--- src/rtl/ncc_pkg.sv ---
package ncc_pkg;

    typedef enum logic [2:0] {
        MSG_RD_MISS   = 3'd0,
        MSG_WR_MISS   = 3'd1,
        MSG_INVAL     = 3'd2,
        MSG_FETCH     = 3'd3,
        MSG_FETCH_INV = 3'd4,
        MSG_REPLY     = 3'd5,
        MSG_WB        = 3'd6
    } msg_e;

    typedef enum logic [1:0] {
        LN_INV = 2'd0,
        LN_SHR = 2'd1,
        LN_EXC = 2'd2
    } line_e;

    typedef enum logic [2:0] {
        ST_IDLE  = 3'd0,
        ST_EVICT = 3'd1,
        ST_MISS  = 3'd2,
        ST_WAIT  = 3'd3,
        ST_SNOOP = 3'd4
    } fsm_e;

endpackage

--- src/rtl/ncc_line_array.sv ---
module ncc_line_array
    import ncc_pkg::*;
#(
    parameter int LINES  = 4,
    parameter int IDX_W  = 2,
    parameter int TAG_W  = 6,
    parameter int DATA_W = 16
) (
    input  logic              clk,
    input  logic              rst_n,
    input  logic [IDX_W-1:0]  a_idx,
    output line_e             a_state,
    output logic [TAG_W-1:0]  a_tag,
    output logic [DATA_W-1:0] a_data,
    input  logic [IDX_W-1:0]  b_idx,
    output line_e             b_state,
    output logic [TAG_W-1:0]  b_tag,
    output logic [DATA_W-1:0] b_data,
    input  logic              wr_en,
    input  logic [IDX_W-1:0]  wr_idx,
    input  line_e             wr_state,
    input  logic [TAG_W-1:0]  wr_tag,
    input  logic [DATA_W-1:0] wr_data
);

    typedef struct packed {
        line_e             st;
        logic [TAG_W-1:0]  tag;
        logic [DATA_W-1:0] data;
    } entry_t;

    entry_t entries [LINES];

    for (genvar g = 0; g < LINES; g++) begin : g_line
        entry_t ent_q;

        always_ff @(posedge clk) begin
            if (!rst_n) begin
                ent_q <= '{st: LN_INV, tag: '0, data: '0};
            end else if (wr_en && (wr_idx == IDX_W'(g))) begin
                ent_q <= '{st: wr_state, tag: wr_tag, data: wr_data};
            end
        end

        assign entries[g] = ent_q;
    end

    assign a_state = entries[a_idx].st;
    assign a_tag   = entries[a_idx].tag;
    assign a_data  = entries[a_idx].data;
    assign b_state = entries[b_idx].st;
    assign b_tag   = entries[b_idx].tag;
    assign b_data  = entries[b_idx].data;

endmodule

--- src/rtl/ncc_in_decoder.sv ---
module ncc_in_decoder
    import ncc_pkg::*;
#(
    parameter int TAG_W = 6
) (
    input  logic [2:0]       in_type,
    input  logic [TAG_W-1:0] in_tag,
    input  line_e            ln_state,
    input  logic [TAG_W-1:0] ln_tag,
    output logic             dec_inval,
    output logic             dec_fetch,
    output logic             dec_kill,
    output logic             dec_reply
);

    logic match;

    always_comb begin
        match     = (ln_state != LN_INV) && (ln_tag == in_tag);
        dec_inval = 1'b0;
        dec_fetch = 1'b0;
        dec_kill  = 1'b0;
        dec_reply = 1'b0;
        unique case (msg_e'(in_type))
            MSG_INVAL:     dec_inval = match && (ln_state == LN_SHR);
            MSG_FETCH:     dec_fetch = match && (ln_state == LN_EXC);
            MSG_FETCH_INV: begin
                dec_fetch = match && (ln_state == LN_EXC);
                dec_kill  = 1'b1;
            end
            MSG_REPLY:     dec_reply = 1'b1;
            default:       ;
        endcase
    end

endmodule

--- src/rtl/ncc_msg_encoder.sv ---
module ncc_msg_encoder
    import ncc_pkg::*;
#(
    parameter int ADDR_W  = 8,
    parameter int DATA_W  = 16,
    parameter int PROC_W  = 4,
    parameter int NODE_ID = 3
) (
    input  fsm_e              st,
    input  logic              req_we,
    input  logic [ADDR_W-1:0] req_addr,
    input  logic [ADDR_W-1:0] vict_addr,
    input  logic [DATA_W-1:0] vict_data,
    input  logic [ADDR_W-1:0] snoop_addr,
    input  logic [DATA_W-1:0] snoop_data,
    output logic              out_valid,
    output logic [2:0]        out_type,
    output logic [PROC_W-1:0] out_proc,
    output logic [ADDR_W-1:0] out_addr,
    output logic [DATA_W-1:0] out_data
);

    always_comb begin
        out_valid = 1'b0;
        out_type  = MSG_RD_MISS;
        out_proc  = PROC_W'(NODE_ID);
        out_addr  = '0;
        out_data  = '0;
        unique case (st)
            ST_EVICT: begin
                out_valid = 1'b1;
                out_type  = MSG_WB;
                out_addr  = vict_addr;
                out_data  = vict_data;
            end
            ST_MISS: begin
                out_valid = 1'b1;
                out_type  = req_we ? MSG_WR_MISS : MSG_RD_MISS;
                out_addr  = req_addr;
            end
            ST_SNOOP: begin
                out_valid = 1'b1;
                out_type  = MSG_WB;
                out_addr  = snoop_addr;
                out_data  = snoop_data;
            end
            default: ;
        endcase
    end

endmodule

--- src/rtl/ncc_node_ctrl.sv ---
module ncc_node_ctrl
    import ncc_pkg::*;
#(
    parameter int LINES   = 4,
    parameter int ADDR_W  = 8,
    parameter int DATA_W  = 16,
    parameter int PROC_W  = 4,
    parameter int NODE_ID = 3
) (
    input  logic              clk,
    input  logic              rst_n,
    input  logic              cpu_req,
    input  logic              cpu_we,
    input  logic [ADDR_W-1:0] cpu_addr,
    input  logic [DATA_W-1:0] cpu_wdata,
    output logic              cpu_done,
    output logic [DATA_W-1:0] cpu_rdata,
    output logic              out_valid,
    input  logic              out_ready,
    output logic [2:0]        out_type,
    output logic [PROC_W-1:0] out_proc,
    output logic [ADDR_W-1:0] out_addr,
    output logic [DATA_W-1:0] out_data,
    input  logic              in_valid,
    output logic              in_ready,
    input  logic [2:0]        in_type,
    input  logic [ADDR_W-1:0] in_addr,
    input  logic [DATA_W-1:0] in_data
);

    localparam int IDX_W = $clog2(LINES);
    localparam int TAG_W = ADDR_W - IDX_W;

    fsm_e state_q, state_d, ret_q, ret_d;
    logic              req_we_q, req_we_d;
    logic [ADDR_W-1:0] req_addr_q, req_addr_d;
    logic [DATA_W-1:0] req_wdata_q, req_wdata_d;
    logic [IDX_W-1:0]  snoop_idx_q, snoop_idx_d;
    logic              snoop_kill_q, snoop_kill_d;
    logic              done_q, done_d;
    logic [DATA_W-1:0] rdata_q, rdata_d;

    logic [IDX_W-1:0]  a_idx, b_idx, wr_idx;
    line_e             a_state, b_state, wr_state;
    logic [TAG_W-1:0]  a_tag, b_tag, wr_tag;
    logic [DATA_W-1:0] a_data, b_data, wr_data;
    logic              wr_en;
    logic              dec_inval, dec_fetch, dec_kill, dec_reply;
    logic              a_hit;

    logic [IDX_W-1:0]  cpu_idx, req_idx, in_idx;
    logic [TAG_W-1:0]  cpu_tag, req_tag, in_tag;

    assign cpu_idx = cpu_addr[IDX_W-1:0];
    assign cpu_tag = cpu_addr[ADDR_W-1:IDX_W];
    assign req_idx = req_addr_q[IDX_W-1:0];
    assign req_tag = req_addr_q[ADDR_W-1:IDX_W];
    assign in_idx  = in_addr[IDX_W-1:0];
    assign in_tag  = in_addr[ADDR_W-1:IDX_W];

    assign a_idx = (state_q == ST_IDLE) ? cpu_idx : req_idx;
    assign b_idx = (state_q == ST_SNOOP) ? snoop_idx_q : in_idx;
    assign a_hit = (a_state != LN_INV) && (a_tag == cpu_tag);

    ncc_line_array #(
        .LINES(LINES), .IDX_W(IDX_W), .TAG_W(TAG_W), .DATA_W(DATA_W)
    ) u_lines (
        .clk(clk), .rst_n(rst_n),
        .a_idx(a_idx), .a_state(a_state), .a_tag(a_tag), .a_data(a_data),
        .b_idx(b_idx), .b_state(b_state), .b_tag(b_tag), .b_data(b_data),
        .wr_en(wr_en), .wr_idx(wr_idx), .wr_state(wr_state),
        .wr_tag(wr_tag), .wr_data(wr_data)
    );

    ncc_in_decoder #(.TAG_W(TAG_W)) u_dec (
        .in_type(in_type), .in_tag(in_tag),
        .ln_state(b_state), .ln_tag(b_tag),
        .dec_inval(dec_inval), .dec_fetch(dec_fetch),
        .dec_kill(dec_kill), .dec_reply(dec_reply)
    );

    ncc_msg_encoder #(
        .ADDR_W(ADDR_W), .DATA_W(DATA_W), .PROC_W(PROC_W), .NODE_ID(NODE_ID)
    ) u_enc (
        .st(state_q), .req_we(req_we_q), .req_addr(req_addr_q),
        .vict_addr({a_tag, req_idx}), .vict_data(a_data),
        .snoop_addr({b_tag, snoop_idx_q}), .snoop_data(b_data),
        .out_valid(out_valid), .out_type(out_type), .out_proc(out_proc),
        .out_addr(out_addr), .out_data(out_data)
    );

    // Next-state and line-update logic
    always_comb begin
        state_d      = state_q;
        ret_d        = ret_q;
        req_we_d     = req_we_q;
        req_addr_d   = req_addr_q;
        req_wdata_d  = req_wdata_q;
        snoop_idx_d  = snoop_idx_q;
        snoop_kill_d = snoop_kill_q;
        done_d       = 1'b0;
        rdata_d      = rdata_q;
        wr_en        = 1'b0;
        wr_idx       = a_idx;
        wr_state     = LN_INV;
        wr_tag       = a_tag;
        wr_data      = a_data;
        unique case (state_q)
            ST_IDLE: begin
                if (in_valid) begin
                    if (dec_inval) begin
                        wr_en   = 1'b1;
                        wr_idx  = in_idx;
                        wr_tag  = b_tag;
                        wr_data = b_data;
                    end else if (dec_fetch) begin
                        snoop_idx_d  = in_idx;
                        snoop_kill_d = dec_kill;
                        ret_d        = ST_IDLE;
                        state_d      = ST_SNOOP;
                    end
                end else if (cpu_req && !done_q) begin
                    req_we_d    = cpu_we;
                    req_addr_d  = cpu_addr;
                    req_wdata_d = cpu_wdata;
                    if (a_hit && !cpu_we) begin
                        done_d  = 1'b1;
                        rdata_d = a_data;
                    end else if (a_hit && (a_state == LN_EXC)) begin
                        wr_en    = 1'b1;
                        wr_idx   = cpu_idx;
                        wr_state = LN_EXC;
                        wr_data  = cpu_wdata;
                        done_d   = 1'b1;
                        rdata_d  = cpu_wdata;
                    end else if (a_state == LN_EXC) begin
                        state_d = ST_EVICT;
                    end else begin
                        state_d = ST_MISS;
                    end
                end
            end
            ST_EVICT: begin
                if (out_ready) begin
                    wr_en   = 1'b1;
                    wr_idx  = req_idx;
                    state_d = ST_MISS;
                end
            end
            ST_MISS: begin
                if (out_ready) state_d = ST_WAIT;
            end
            ST_WAIT: begin
                if (in_valid) begin
                    if (dec_reply) begin
                        wr_en    = 1'b1;
                        wr_idx   = req_idx;
                        wr_state = req_we_q ? LN_EXC : LN_SHR;
                        wr_tag   = req_tag;
                        wr_data  = req_we_q ? req_wdata_q : in_data;
                        done_d   = 1'b1;
                        rdata_d  = req_we_q ? req_wdata_q : in_data;
                        state_d  = ST_IDLE;
                    end else if (dec_inval) begin
                        wr_en   = 1'b1;
                        wr_idx  = in_idx;
                        wr_tag  = b_tag;
                        wr_data = b_data;
                    end else if (dec_fetch) begin
                        snoop_idx_d  = in_idx;
                        snoop_kill_d = dec_kill;
                        ret_d        = ST_WAIT;
                        state_d      = ST_SNOOP;
                    end
                end
            end
            ST_SNOOP: begin
                if (out_ready) begin
                    wr_en    = 1'b1;
                    wr_idx   = snoop_idx_q;
                    wr_state = snoop_kill_q ? LN_INV : LN_SHR;
                    wr_tag   = b_tag;
                    wr_data  = b_data;
                    state_d  = ret_q;
                end
            end
            default: state_d = ST_IDLE;
        endcase
    end

    // State register
    always_ff @(posedge clk) begin
        if (!rst_n) begin
            state_q      <= ST_IDLE;
            ret_q        <= ST_IDLE;
            req_we_q     <= 1'b0;
            req_addr_q   <= '0;
            req_wdata_q  <= '0;
            snoop_idx_q  <= '0;
            snoop_kill_q <= 1'b0;
            done_q       <= 1'b0;
            rdata_q      <= '0;
        end else begin
            state_q      <= state_d;
            ret_q        <= ret_d;
            req_we_q     <= req_we_d;
            req_addr_q   <= req_addr_d;
            req_wdata_q  <= req_wdata_d;
            snoop_idx_q  <= snoop_idx_d;
            snoop_kill_q <= snoop_kill_d;
            done_q       <= done_d;
            rdata_q      <= rdata_d;
        end
    end

    // Outputs
    always_comb begin
        cpu_done  = done_q;
        cpu_rdata = rdata_q;
        in_ready  = (state_q == ST_IDLE) || (state_q == ST_WAIT);
    end

endmodule

--- config.mk ---
export PLATFORM = sky130hd
export DESIGN_NAME = ncc_node_ctrl
export DESIGN_NICKNAME = d
export VERILOG_FILES = /design/src/rtl/ncc_pkg.sv /design/src/rtl/ncc_line_array.sv /design/src/rtl/ncc_in_decoder.sv /design/src/rtl/ncc_msg_encoder.sv /design/src/rtl/ncc_node_ctrl.sv
export SDC_FILE = /design/constraint.sdc
export NUM_CORES = 1
export LEC_CHECK = 0
export ABC_CLOCK_PERIOD_IN_PS = 4050
export BUFFER_PORTS_ARGS = -buffer_cell sky130_fd_sc_hd__buf_2
export CAP_MARGIN = 0
export CORE_ASPECT_RATIO = 0.5
export CORE_MARGIN = 5
export CORE_UTILIZATION = 43
export CTS_BUF_LIST = sky130_fd_sc_hd__clkbuf_8 sky130_fd_sc_hd__clkbuf_16
export CTS_CLUSTER_SIZE = 20
export DETAILED_ROUTE_END_ITERATION = 7
export SYNTH_ARGS = -nofsm -noshare
export SYNTH_HDL_FRONTEND = slang
export SYNTH_SLANG_ARGS = --single-unit
export TNS_END_PERCENT = 10
--- constraint.sdc ---
create_clock -name clk -period 4.05 [get_ports clk]
set_clock_uncertainty 0.05 [all_clocks]
set_input_delay 0.405 -clock clk [delete_from_list [all_inputs] [get_ports clk]]
set_output_delay 0.405 -clock clk [all_outputs]
set_load 0.05 [all_outputs]
Word level (Yosys, flattened, before mapping)
Cells that the tools add are included.
{"block": "totals", "input_bits": 57, "wordCells": 194, "ram_bits": 0, "romBits": 0, "ff_bits": 147, "mem_count": 0, "latchBits": 0, "out_inout_bits": 50}
{"block": "classes", "n_addsub": 0, "bitwise": 3, "order_cmp": 2, "n_shift": 0, "n_eq_ne": 33, "n_reduce_logical": 27, "div": 0, "muxes": 108, "multipliers": 0}
{"cell": "16-bit 2-to-1 mux", "count": 15}
{"cell": "24-bit binary-select mux with 2-bit select", "count": 2}
{"cell": "24-bit 2-to-1 mux", "count": 4}
{"cell": "16-bit case mux with 2 select lines", "count": 2}
{"cell": "3-bit 2-to-1 mux", "count": 18}
{"cell": "2-bit 2-to-1 mux", "count": 24}
{"cell": "16-bit case mux with 3 select lines", "count": 1}
{"cell": "6-bit 2-to-1 mux", "count": 5}
{"cell": "1-bit 2-to-1 mux", "count": 26}
{"cell": "2-bit inequality test, second input constant", "count": 12}
{"cell": "8-bit case mux with 3 select lines", "count": 1}
{"cell": "6-bit case mux with 3 select lines", "count": 1}
{"cell": "3-bit case mux with 5 select lines", "count": 1}
{"cell": "3-bit by 2-bit equality test with 1-bit output, second input constant", "count": 4}
{"cell": "6-bit equality test", "count": 2}
{"cell": "3-bit case mux with 2 select lines", "count": 2}
{"cell": "1-bit logical AND", "count": 11}
{"cell": "3-bit equality test, second input constant", "count": 3}
{"cell": "2-bit equality test, second input constant", "count": 4}
{"cell": "2-bit case mux with 4 select lines", "count": 1}
{"cell": "8-bit AND reduction", "count": 1}
{"cell": "7-bit AND reduction", "count": 1}
{"cell": "3-bit greater-or-equal comparator, second input constant", "count": 2}
{"cell": "3-bit inequality test, second input constant", "count": 2}
{"cell": "other kinds (21)", "count": 28}

Depth between registers and ports, before layout
Gate-level depths: netlist (run 1).
{"block": "depth", "depth_word": 16, "ltp_mapped": 16, "depth_no_buf": 10}

Cells and area by module
Synthesis (run 1) repeated with hierarchy kept, for this count alone.
{"block": "hier_totals", "cells_unflattened": 1061, "hier_area_um2": 9755.6}
{"module": "ncc_line_array", "cells_each": 400, "seq_area_each_um2": 1921.8, "n_inst": 1, "area_each_um2": 4812.1}
{"module": "ncc_node_ctrl", "cells_each": 546, "seq_area_each_um2": 980.9, "n_inst": 1, "area_each_um2": 4026.4}
{"module": "ncc_msg_encoder", "cells_each": 98, "seq_area_each_um2": 0.0, "n_inst": 1, "area_each_um2": 790.8}
{"module": "ncc_in_decoder", "cells_each": 17, "seq_area_each_um2": 0.0, "n_inst": 1, "area_each_um2": 126.4}

Least setup slack after synthesis (run 1)
OpenSTA, ideal clock, no wires.
{"block": "synth_timing", "path_kind": "register to output", "startpoint": "reg state_q[2]", "endpoint": "out out_data[14]", "setup_slack_ns": 0.163, "stages_incl_launch_ff": 10, "n_path_buf": 3, "required_ns": 3.595, "t_arrival_ns": 3.432, "path_cell_list": "dfxtp_1 > clkbuf_1 > nor3_1 > clkbuf_1 > mux2i_1 > clkbuf_1 > mux2i_1 > nand2_1 > nand2_1 > o21ai_0"}
{"block": "synth_via", "elab_chain_cells": 7, "elab_cells_between_ends": 14, "cone_classes": "2 x eq/ne; 9 x mux; 2 x bitwise; 1 x reduce/logical"}
{"item": "from (decl)", "line": "ncc_node_ctrl.sv:34", "text": "fsm_e state_q, state_d, ret_q, ret_d;"}
{"item": "from (signal assigned)", "line": "ncc_node_ctrl.sv:204", "text": "state_q <= state_d;"}
{"item": "3-bit equality test / 3-bit logical NOT (equally long branches)", "line": "ncc_msg_encoder.sv:29, ncc_node_ctrl.sv:62, ncc_node_ctrl.sv:61"}
{"item": "2-bit 2-to-1 mux (on tied branches)", "line": "ncc_node_ctrl.sv:62, ncc_node_ctrl.sv:61"}
{"item": "2-bit NOT with 3-bit output (on tied branches)", "line": "ncc_line_array.sv:53, ncc_line_array.sv:50"}
{"item": "24-bit binary-select mux with 2-bit select (on tied branches)", "line": "ncc_line_array.sv:53, ncc_line_array.sv:50"}
{"item": "24-bit 2-to-1 mux (on tied branches) (2 in a row)"}
{"item": "16-bit case mux with 2 select lines *", "line": "ncc_msg_encoder.sv:29", "text": "unique case (st)"}
{"item": "to (decl)", "line": "ncc_node_ctrl.sv:23", "text": "output logic [DATA_W-1:0] out_data,"}
Mark *: on every way between the ends. The rest lies on a longest branch, timed or not. The select of a mux whose other input is x is not followed.

Final worst setup path (run 1)
{"block": "layout_timing", "startpoint": "reg state_q[2]", "endpoint": "reg u_lines.g_line[0].ent_q, in the netlist u_lines.entries[86]"}
{"block": "layout_via", "elab_chain_cells": 16, "elab_cells_between_ends": 56, "cone_classes": "7 x eq/ne; 36 x mux; 2 x bitwise; 11 x reduce/logical"}
{"item": "3-bit equality test / 3-bit logical NOT (equally long branches)", "line": "ncc_node_ctrl.sv:62, ncc_node_ctrl.sv:108, ncc_node_ctrl.sv:61"}
{"item": "2-bit 2-to-1 mux (on tied branches)", "line": "ncc_node_ctrl.sv:62, ncc_node_ctrl.sv:61"}
{"item": "2-bit NOT with 3-bit output (on tied branches)"}
{"item": "24-bit binary-select mux with 2-bit select (on tied branches)"}
{"item": "24-bit 2-to-1 mux (on tied branches) (2 in a row)", "line": "ncc_line_array.sv:52, ncc_line_array.sv:49"}
{"item": "6-bit equality test, or another cell as far along", "line": "ncc_in_decoder.sv:19", "text": "match = (ln_state != LN_INV) && (ln_tag == in_tag);"}
{"item": "1-bit logical AND (on tied branches)", "line": "ncc_in_decoder.sv:19, ncc_node_ctrl.sv:63"}
{"item": "1-bit logical AND (on tied branches)", "line": "ncc_in_decoder.sv:25, ncc_node_ctrl.sv:129"}
{"item": "1-bit 2-to-1 mux / 2-bit 2-to-1 mux (equally long branches)", "line": "ncc_in_decoder.sv:24, ncc_node_ctrl.sv:129"}
{"item": "2-bit 2-to-1 mux (on tied branches)", "line": "ncc_node_ctrl.sv:111, ncc_node_ctrl.sv:164, ncc_node_ctrl.sv:126"}
{"item": "2-bit 2-to-1 mux (on tied branches)", "line": "ncc_node_ctrl.sv:155, ncc_node_ctrl.sv:122"}
{"item": "2-bit 2-to-1 mux (on tied branches)", "line": "ncc_node_ctrl.sv:154, ncc_node_ctrl.sv:110"}
{"item": "2-bit case mux with 4 select lines", "line": "ncc_node_ctrl.sv:108", "text": "unique case (state_q)"}
{"item": "2-bit logical NOT", "line": "ncc_line_array.sv:40", "text": "end else if (wr_en && (wr_idx == IDX_W'(g))) begin"}
{"item": "1-bit logical AND", "line": "ncc_line_array.sv:40"}
{"item": "to (signal assigned)", "line": "ncc_line_array.sv:39", "text": "ent_q <= '{st: LN_INV, tag: '0, data: '0};"}
{"item": "to (signal assigned)", "line": "ncc_line_array.sv:41", "text": "ent_q <= '{st: wr_state, tag: wr_tag, data: wr_data};"}
{"item": "to (decl)", "line": "ncc_line_array.sv:35", "text": "entry_t ent_q;"}
Parallel ways exist; a longest one is shown, timed or not. The select of a mux whose other input is x is not followed.
A chain may end at the register's enable or synchronous reset.

==> flow_summary.json, run 1 <==
{
  "cts.sinks": 145,
  "dp.final_hpwl_mm": 29.40,
  "syn_area_mm2": 0.01113,
  "grt_overflow_total": 0,
  "ys.flop_type": "dfxtp_1",
  "critPathArrivalTime_ps": 4170,
  "highest_layer": "met5",
  "die_w_um": 237.6,
  "postSynthAreaPerCell_um2": 8.005,
  "grt_pass1_vias": 11230,
  "total_power_uw": 6438,
  "synthArstFlopShare_pct": 0,
  "synth_top_area_share_pct": 26.07,
  "rows": 41,
  "hp-class": "in2reg",
  "cp_slowest_stage_delay_ps": 460,
  "final_cell_mix": "nand2_1 (243), mux2i_1 (221), dfxtp_1 (144)",
  "timing.final.crit_share_pct": 96.59,
  "grt_max_degree": 57,
  "tns_ps": 0,
  "placedInstanceArea_mm2": 0.01220,
  "syn_inst": 1391,
  "path_cells": "or3b_1, mux2_4, mux2i_4, xor2_2, o221a_1, nand3_1, o21a_1, o22ai_4, nand2_4, buf_4, mux2i_1",
  "worst_setup_path_start_kind": "register",
  "max_freq_mhz": 255.6,
  "finalHoldViolCount": 0,
  "num_vias": 11440,
  "crit_slowest_cell": "or3b_1",
  "core_region_area_mm2": 0.02534,
  "critPathKind": "reg2reg",
  "drtAntennaViolNets": 0,
  "slew_headroom_pct": 32.74,
  "clockBufferDepth": 2,
  "wl_met1_mm": 16.34,
  "finalCriticalPeriod_ps": 3912,
  "ys_warn_count": 0,
  "wl_met3_mm": 2.824,
  "n_antenna_cell": 0,
  "holdBufCountCts": 0,
  "ff2ff_setup_slack_ps": 140,
  "antenna_found_initial": 1,
  "grt_pass1_wl_mm": 63.74,
  "clk_latency_ps": 450,
  "syn2layout_area_growth_pct": 15.46,
  "n_fill_cell": 2469,
  "postLayoutCellArea_mm2": 0.01286,
  "end_kind": "register",
  "path_buf_inv": 1,
  "yosysTopAreaCell": "dfxtp_1",
  "htree_levels": 4,
  "start_util_pct": 43.94,
  "gp_congestion": 0.9482,
  "crit_fanout": 10,
  "vias_per_cell": 6.280,
  "route.met2.wl_mm": 19.26,
  "die-area_mm2": 0.02941,
  "routed_wl_mm": 39.94,
  "pwr_density_cell_mw_per_mm2": 500.8,
  "ir_drop_mv": 0.2449,
  "ys_ff_latch": 145,
  "io_buffer_count": 102,
  "drt_iter0_markers": 1395,
  "drive_gt1_share_pct": 20.30,
  "cts.clk_slew.worst_paths_ps": 70,
  "drc_errors": 0,
  "final_common_cell": "nand2_1",
  "grt.total_usage_pct": 27.24,
  "synthTopCellsByArea": "dfxtp_1 (26%), mux2i_1 (20%), nand2_1 (8.2%), o21ai_0 (4.4%), a21oi_1 (4.4%)",
  "fin_nets": 1522,
  "rsz0062_at_grt": "no",
  "cts_buffers": 17,
  "slew_violations": 0,
  "power.leakage_uw": 0.005316,
  "synth-seq-area-share_pct": 26.07,
  "cts_tree": "done",
  "die_y_um": 123.8,
  "critical_path.top_delay_family": "simple AND/OR/NAND/NOR gates",
  "dr.pass1.iters": 6,
  "critPathRequiredTime_ps": 4300,
  "io_pins": 107,
  "status": "finished, final reports clean",
  "setup_viol": 0,
  "tightest_slew_ps": 1006,
  "max_cap_violations": 0,
  "yosysUniqueCellTypes": 83,
  "routedWlPerCell_um": 21.92,
  "synth_edf_count": 0,
  "cts_root_buf": "clkbuf_16"
}
layout make-up:
| class | instances | area, um^2 | area share [%] |
|---|---|---|---|
| repair buffers | 185 | 1229 | 9.557 |
| clock buffers | 18 | 439.2 | 3.416 |
| inverters | 7 | 26.28 | 0.2044 |
| well taps | 344 | 430.4 | 3.348 |
| flip-flops and latches | 145 | 2904 | 22.59 |
| clock inverters | 14 | 141.4 | 1.100 |
| multi-input cells | 1109 | 7686 | 59.79 |
cells in the mapped netlist, types with 11 or more instances:
cell / n
a21oi_1: 97
a22o_1: 18
a22oi_1: 21
and2_1: 11
buf_2: 12
clkbuf_1: 92
dfxtp_1: 145
mux2_2: 32
mux2i_1: 223
mux4_2: 16
nand2_1: 243
nand3_1: 11
nor2_1: 60
nor2b_1: 13
nor3_1: 61
o21ai_0: 98
o221ai_1: 17
o22ai_1: 35
o41ai_1: 28
per-layer routing:
metal	global-route usage (%)	up-vias
met5	0	-
met1	33.79	5526
met3	5.111	113
met2	47.18	522
li1	-	5279
met4	11.49	2
repair_timing:
| action | in CTS | in global routing |
|---|---|---|
| setup endpoints to repair | 0 | 103 |
| hold endpoints to repair | 0 | 0 |
| buffers inserted | 0 | 5 |
| resized for setup | 0 | 12 |
final timing paths:
| kind | from | endpoint | cells after the start |
|---|---|---|---|
| worst max register to register | state_q[2] | u_lines.entries[86] | 11 |
| worst min register to register | req_wdata_q[15] | req_wdata_q[15] | 2 |
| worst min-delay path | cpu_wdata[11] | req_wdata_q[11] | 3 |
| worst max-delay path | state_q[2] | u_lines.entries[86] | 11 |
worst min-delay path: stages:
cell     delay (ps)
buf_2           120
nand2_1          50
a21oi_1          50
kinds of logic after synthesis:
group           after synthesis  synth area share (%)
xor+xnor                      9                0.7753
buf+inv                     139                 5.641
compound gates              387                 22.99
simple gates                436                 17.60
other cells                   2               0.06745
flops                       145                 26.07
mux                         273                 26.86
flip-flops by register name, summed over array words and instances (netlist names), 2 cells and up:
signal / cells
state_q: 3
req_wdata_q: 16
snoop_idx_q: 2
req_addr_q: 8
u_lines.entries: 96
cpu_rdata: 16
where the power goes:
part / switching (uW) / total [uW] / internal [uW]
sequential: 62.9 / 1570 / 1510
combinational: 2190 / 3280 / 1090
clock: 672 / 1590 / 919
per-stage QoR:
stage,hold WS [ps],util [%],setup slack [ps],std cells
final,168.6,50.73,138.1,1822
after global routing,163.3,50.73,13.69,1822
after CTS,153.3,50.44,43.10,1817
after detailed placement,396.3,48.15,92.16,1785
after global placement,390.7,48.15,100.9,1785
after floorplan,386.0,-,163.3,1393
(Power assumes the default switching activity.)
==> run 2: changes to the inputs <==
--- a/config.mk
+++ b/config.mk
@@ -5,7 +5,7 @@
 export SDC_FILE = /design/constraint.sdc
 export NUM_CORES = 1
 export LEC_CHECK = 0
-export ABC_CLOCK_PERIOD_IN_PS = 4050
+export ABC_CLOCK_PERIOD_IN_PS = 4700
 export BUFFER_PORTS_ARGS = -buffer_cell sky130_fd_sc_hd__buf_2
 export CAP_MARGIN = 0
 export CORE_ASPECT_RATIO = 0.5
==> constraint.sdc (replaced) <==
create_clock -name clk -period 4.7 [get_ports clk]
set_clock_uncertainty 0.05 [all_clocks]
set_input_delay 0.47 -clock clk [delete_from_list [all_inputs] [get_ports clk]]
set_output_delay 0.47 -clock clk [all_outputs]
set_load 0.05 [all_outputs]
==> run 2 against run 1 <==
Clock power shrank 7%. First-iteration DRC count shrank 11%. Sequential power down 13%. Via count fell by 0.13%. Global-route usage down 0.10 points. Register-to-register slack improved by 260 ps. Combinational power is 18% lower. Hold slack better by 65 ps. Die area stayed put. Sequential share of layout area is 0.39 points higher. Sequential cell count stayed put. Routed wire length increased by 1.3%.
==> flow_summary.json, run 2 (synthesized netlist as in run 1, its figures left out) <==
{
  "htree_levels": 4,
  "power.leakage_uw": 0.005195,
  "largest_reg_flops": 96,
  "dp.final_hpwl_mm": 29.55,
  "path_cells": "buf_4, nor3_2, buf_4, buf_4, mux2i_4, buf_12, mux2i_1, nand2_1, nand2_1, o21ai_0, buf_2",
  "clk_latency_ps": 460,
  "grt_overflow_total": 0,
  "drt_iter0_markers": 1235,
  "cts_root_buf": "clkbuf_16",
  "drtAntennaViolNets": 0,
  "crit_fanout": 33,
  "critPathArrivalTime_ps": 3860,
  "hp-class": "in2reg",
  "grt.total_usage_pct": 27.13,
  "postLayoutCellArea_mm2": 0.01263,
  "final_cell_mix": "nand2_1 (243), mux2i_1 (221), dfxtp_1 (145)",
  "tns_ps": 0,
  "fin_hold_ws_ps": 233.5,
  "finalHoldViolCount": 0,
  "worst_setup_path_start_kind": "register",
  "p_clk_share_pct": 26.6,
  "n_antenna_cell": 0,
  "io_pins": 107,
  "p_int_uw": 3030,
  "gp_congestion": 1.038,
  "start_util_pct": 43.94,
  "die_y_um": 123.8,
  "fin_nets": 1498,
  "cts_tree": "done",
  "switching_share_pct": 45.44,
  "grt_pass1_wl_mm": 62.90,
  "vias_per_cell": 6.355,
  "timing.final.crit_share_pct": 93.27,
  "routedWlPerCell_um": 22.51,
  "cts_buffers": 17,
  "syn2layout_area_growth_pct": 13.44,
  "placedInstanceArea_mm2": 0.01199,
  "holdBufCountCts": 0,
  "status": "finished, final reports clean",
  "critPathRequiredTime_ps": 4180,
  "cts.sinks": 145,
  "utilization_pct": 49.84,
  "cts.clk_slew.worst_paths_ps": 60,
  "io_buffer_count": 102,
  "max_freq_mhz": 228.1,
  "ctsResizeCount": 0,
  "setup_viol": 0,
  "p_sw_uw": 2524,
  "crit_top_cell": "buf_4",
  "place_inst": 1765,
  "finalCriticalPeriod_ps": 4384,
  "slew_violations": 0,
  "dr.pass1.iters": 6,
  "rsz0062_at_grt": "no",
  "post_cts_buffers": 0,
  "stdcell_count": 1798,
  "drive_gt1_share_pct": 18.64,
  "rows": 41,
  "pwr_density_cell_mw_per_mm2": 439.7,
  "routed_wl_mm": 40.47,
  "cp_slowest_stage_delay_ps": 620,
  "core_region_area_mm2": 0.02534,
  "combPwrFrac_pct": 48.6,
  "end_kind": "output port",
  "grt_pass1_vias": 11130,
  "critPathKind": "reg2out",
  "ir_drop_mv": 0.2000,
  "grt_max_degree": 54,
  "antenna_found_initial": 0,
  "clockBufferDepth": 2,
  "tightest_slew_ps": 1206,
  "max_cap_violations": 0,
  "die-area_mm2": 0.02941,
  "drc_errors": 0,
  "crit_slowest_cell": "nor3_2",
  "die_w_um": 237.6,
  "final_common_cell": "nand2_1",
  "pwr-share-seq_pct": 24.7,
  "slew_headroom_pct": 19.47,
  "num_vias": 11430
}
run 2: cell types whose count changed in the layout (fill, tap and decap cells not counted), moves of 2 or more:
cell      before  now
nor3_2         6    4
buf_4         74   57
o21ai_0       95   98
clkbuf_8       1    4
clkinv_2       3    0
nor3_1        57   59
o21ai_1        5    2
buf_6          2    0
buf_12         7    2
run 2: per-stage QoR:
stage                     setup slack [ps]  total power, uW
after detailed placement             222.2             4023
after floorplan                      748.3             3306
final                                316.4             5554
after global routing                 292.2             5809
after CTS                            204.0             5519
after global placement               286.8             3980
run 2: cell type report:
| cell class | count | area, um^2 |
|---|---|---|
| multi-input cells | 1109 | 7660 |
| well taps | 344 | 430.4 |
| clock buffers | 21 | 480.5 |
| fillers | 2464 | 12710 |
| flip-flops and latches | 145 | 2903 |
| inverters | 7 | 26.28 |
| clock inverters | 11 | 152.6 |
| repair buffers | 161 | 978.4 |
run 2: power groups by stage:
stage                     combinational, uW  sequential [uW]  clock, uW
after floorplan                        1940             1370          0
after global placement                 2590             1390          0
after detailed placement               2630             1400          0
after CTS                              2640             1370       1510
after global routing                   2870             1380       1560
final                                  2700             1370       1480
run 2: worst max-delay path: cells and delay by family, from the launching register on:
family | cells | cell delay [ps]
mux | 2 | 430
simple gates | 3 | 830
flops | 1 | 380
compound gates | 1 | 410
buf+inv | 5 | 1340
run 2: final timing paths:
kind	endpoint	startpoint	cells past startpoint	slack [ps]
worst max-delay path	out_data[7]	state_q[2]	11	320
worst min-delay path	req_wdata_q[10]	cpu_wdata[10]	3	230
worst max register to register	u_lines.entries[55]	state_q[2]	13	400
worst min register to register	req_wdata_q[12]	req_wdata_q[12]	2	400
run 2: metal layers:
layer	routed length [um]	vias up	track usage, %
met3	3296	119	5.686
li1	-	5227	-
met4	1731	0	12.86
met1	16290	5485	33.66
met2	19160	596	45.82
met5	0	-	0
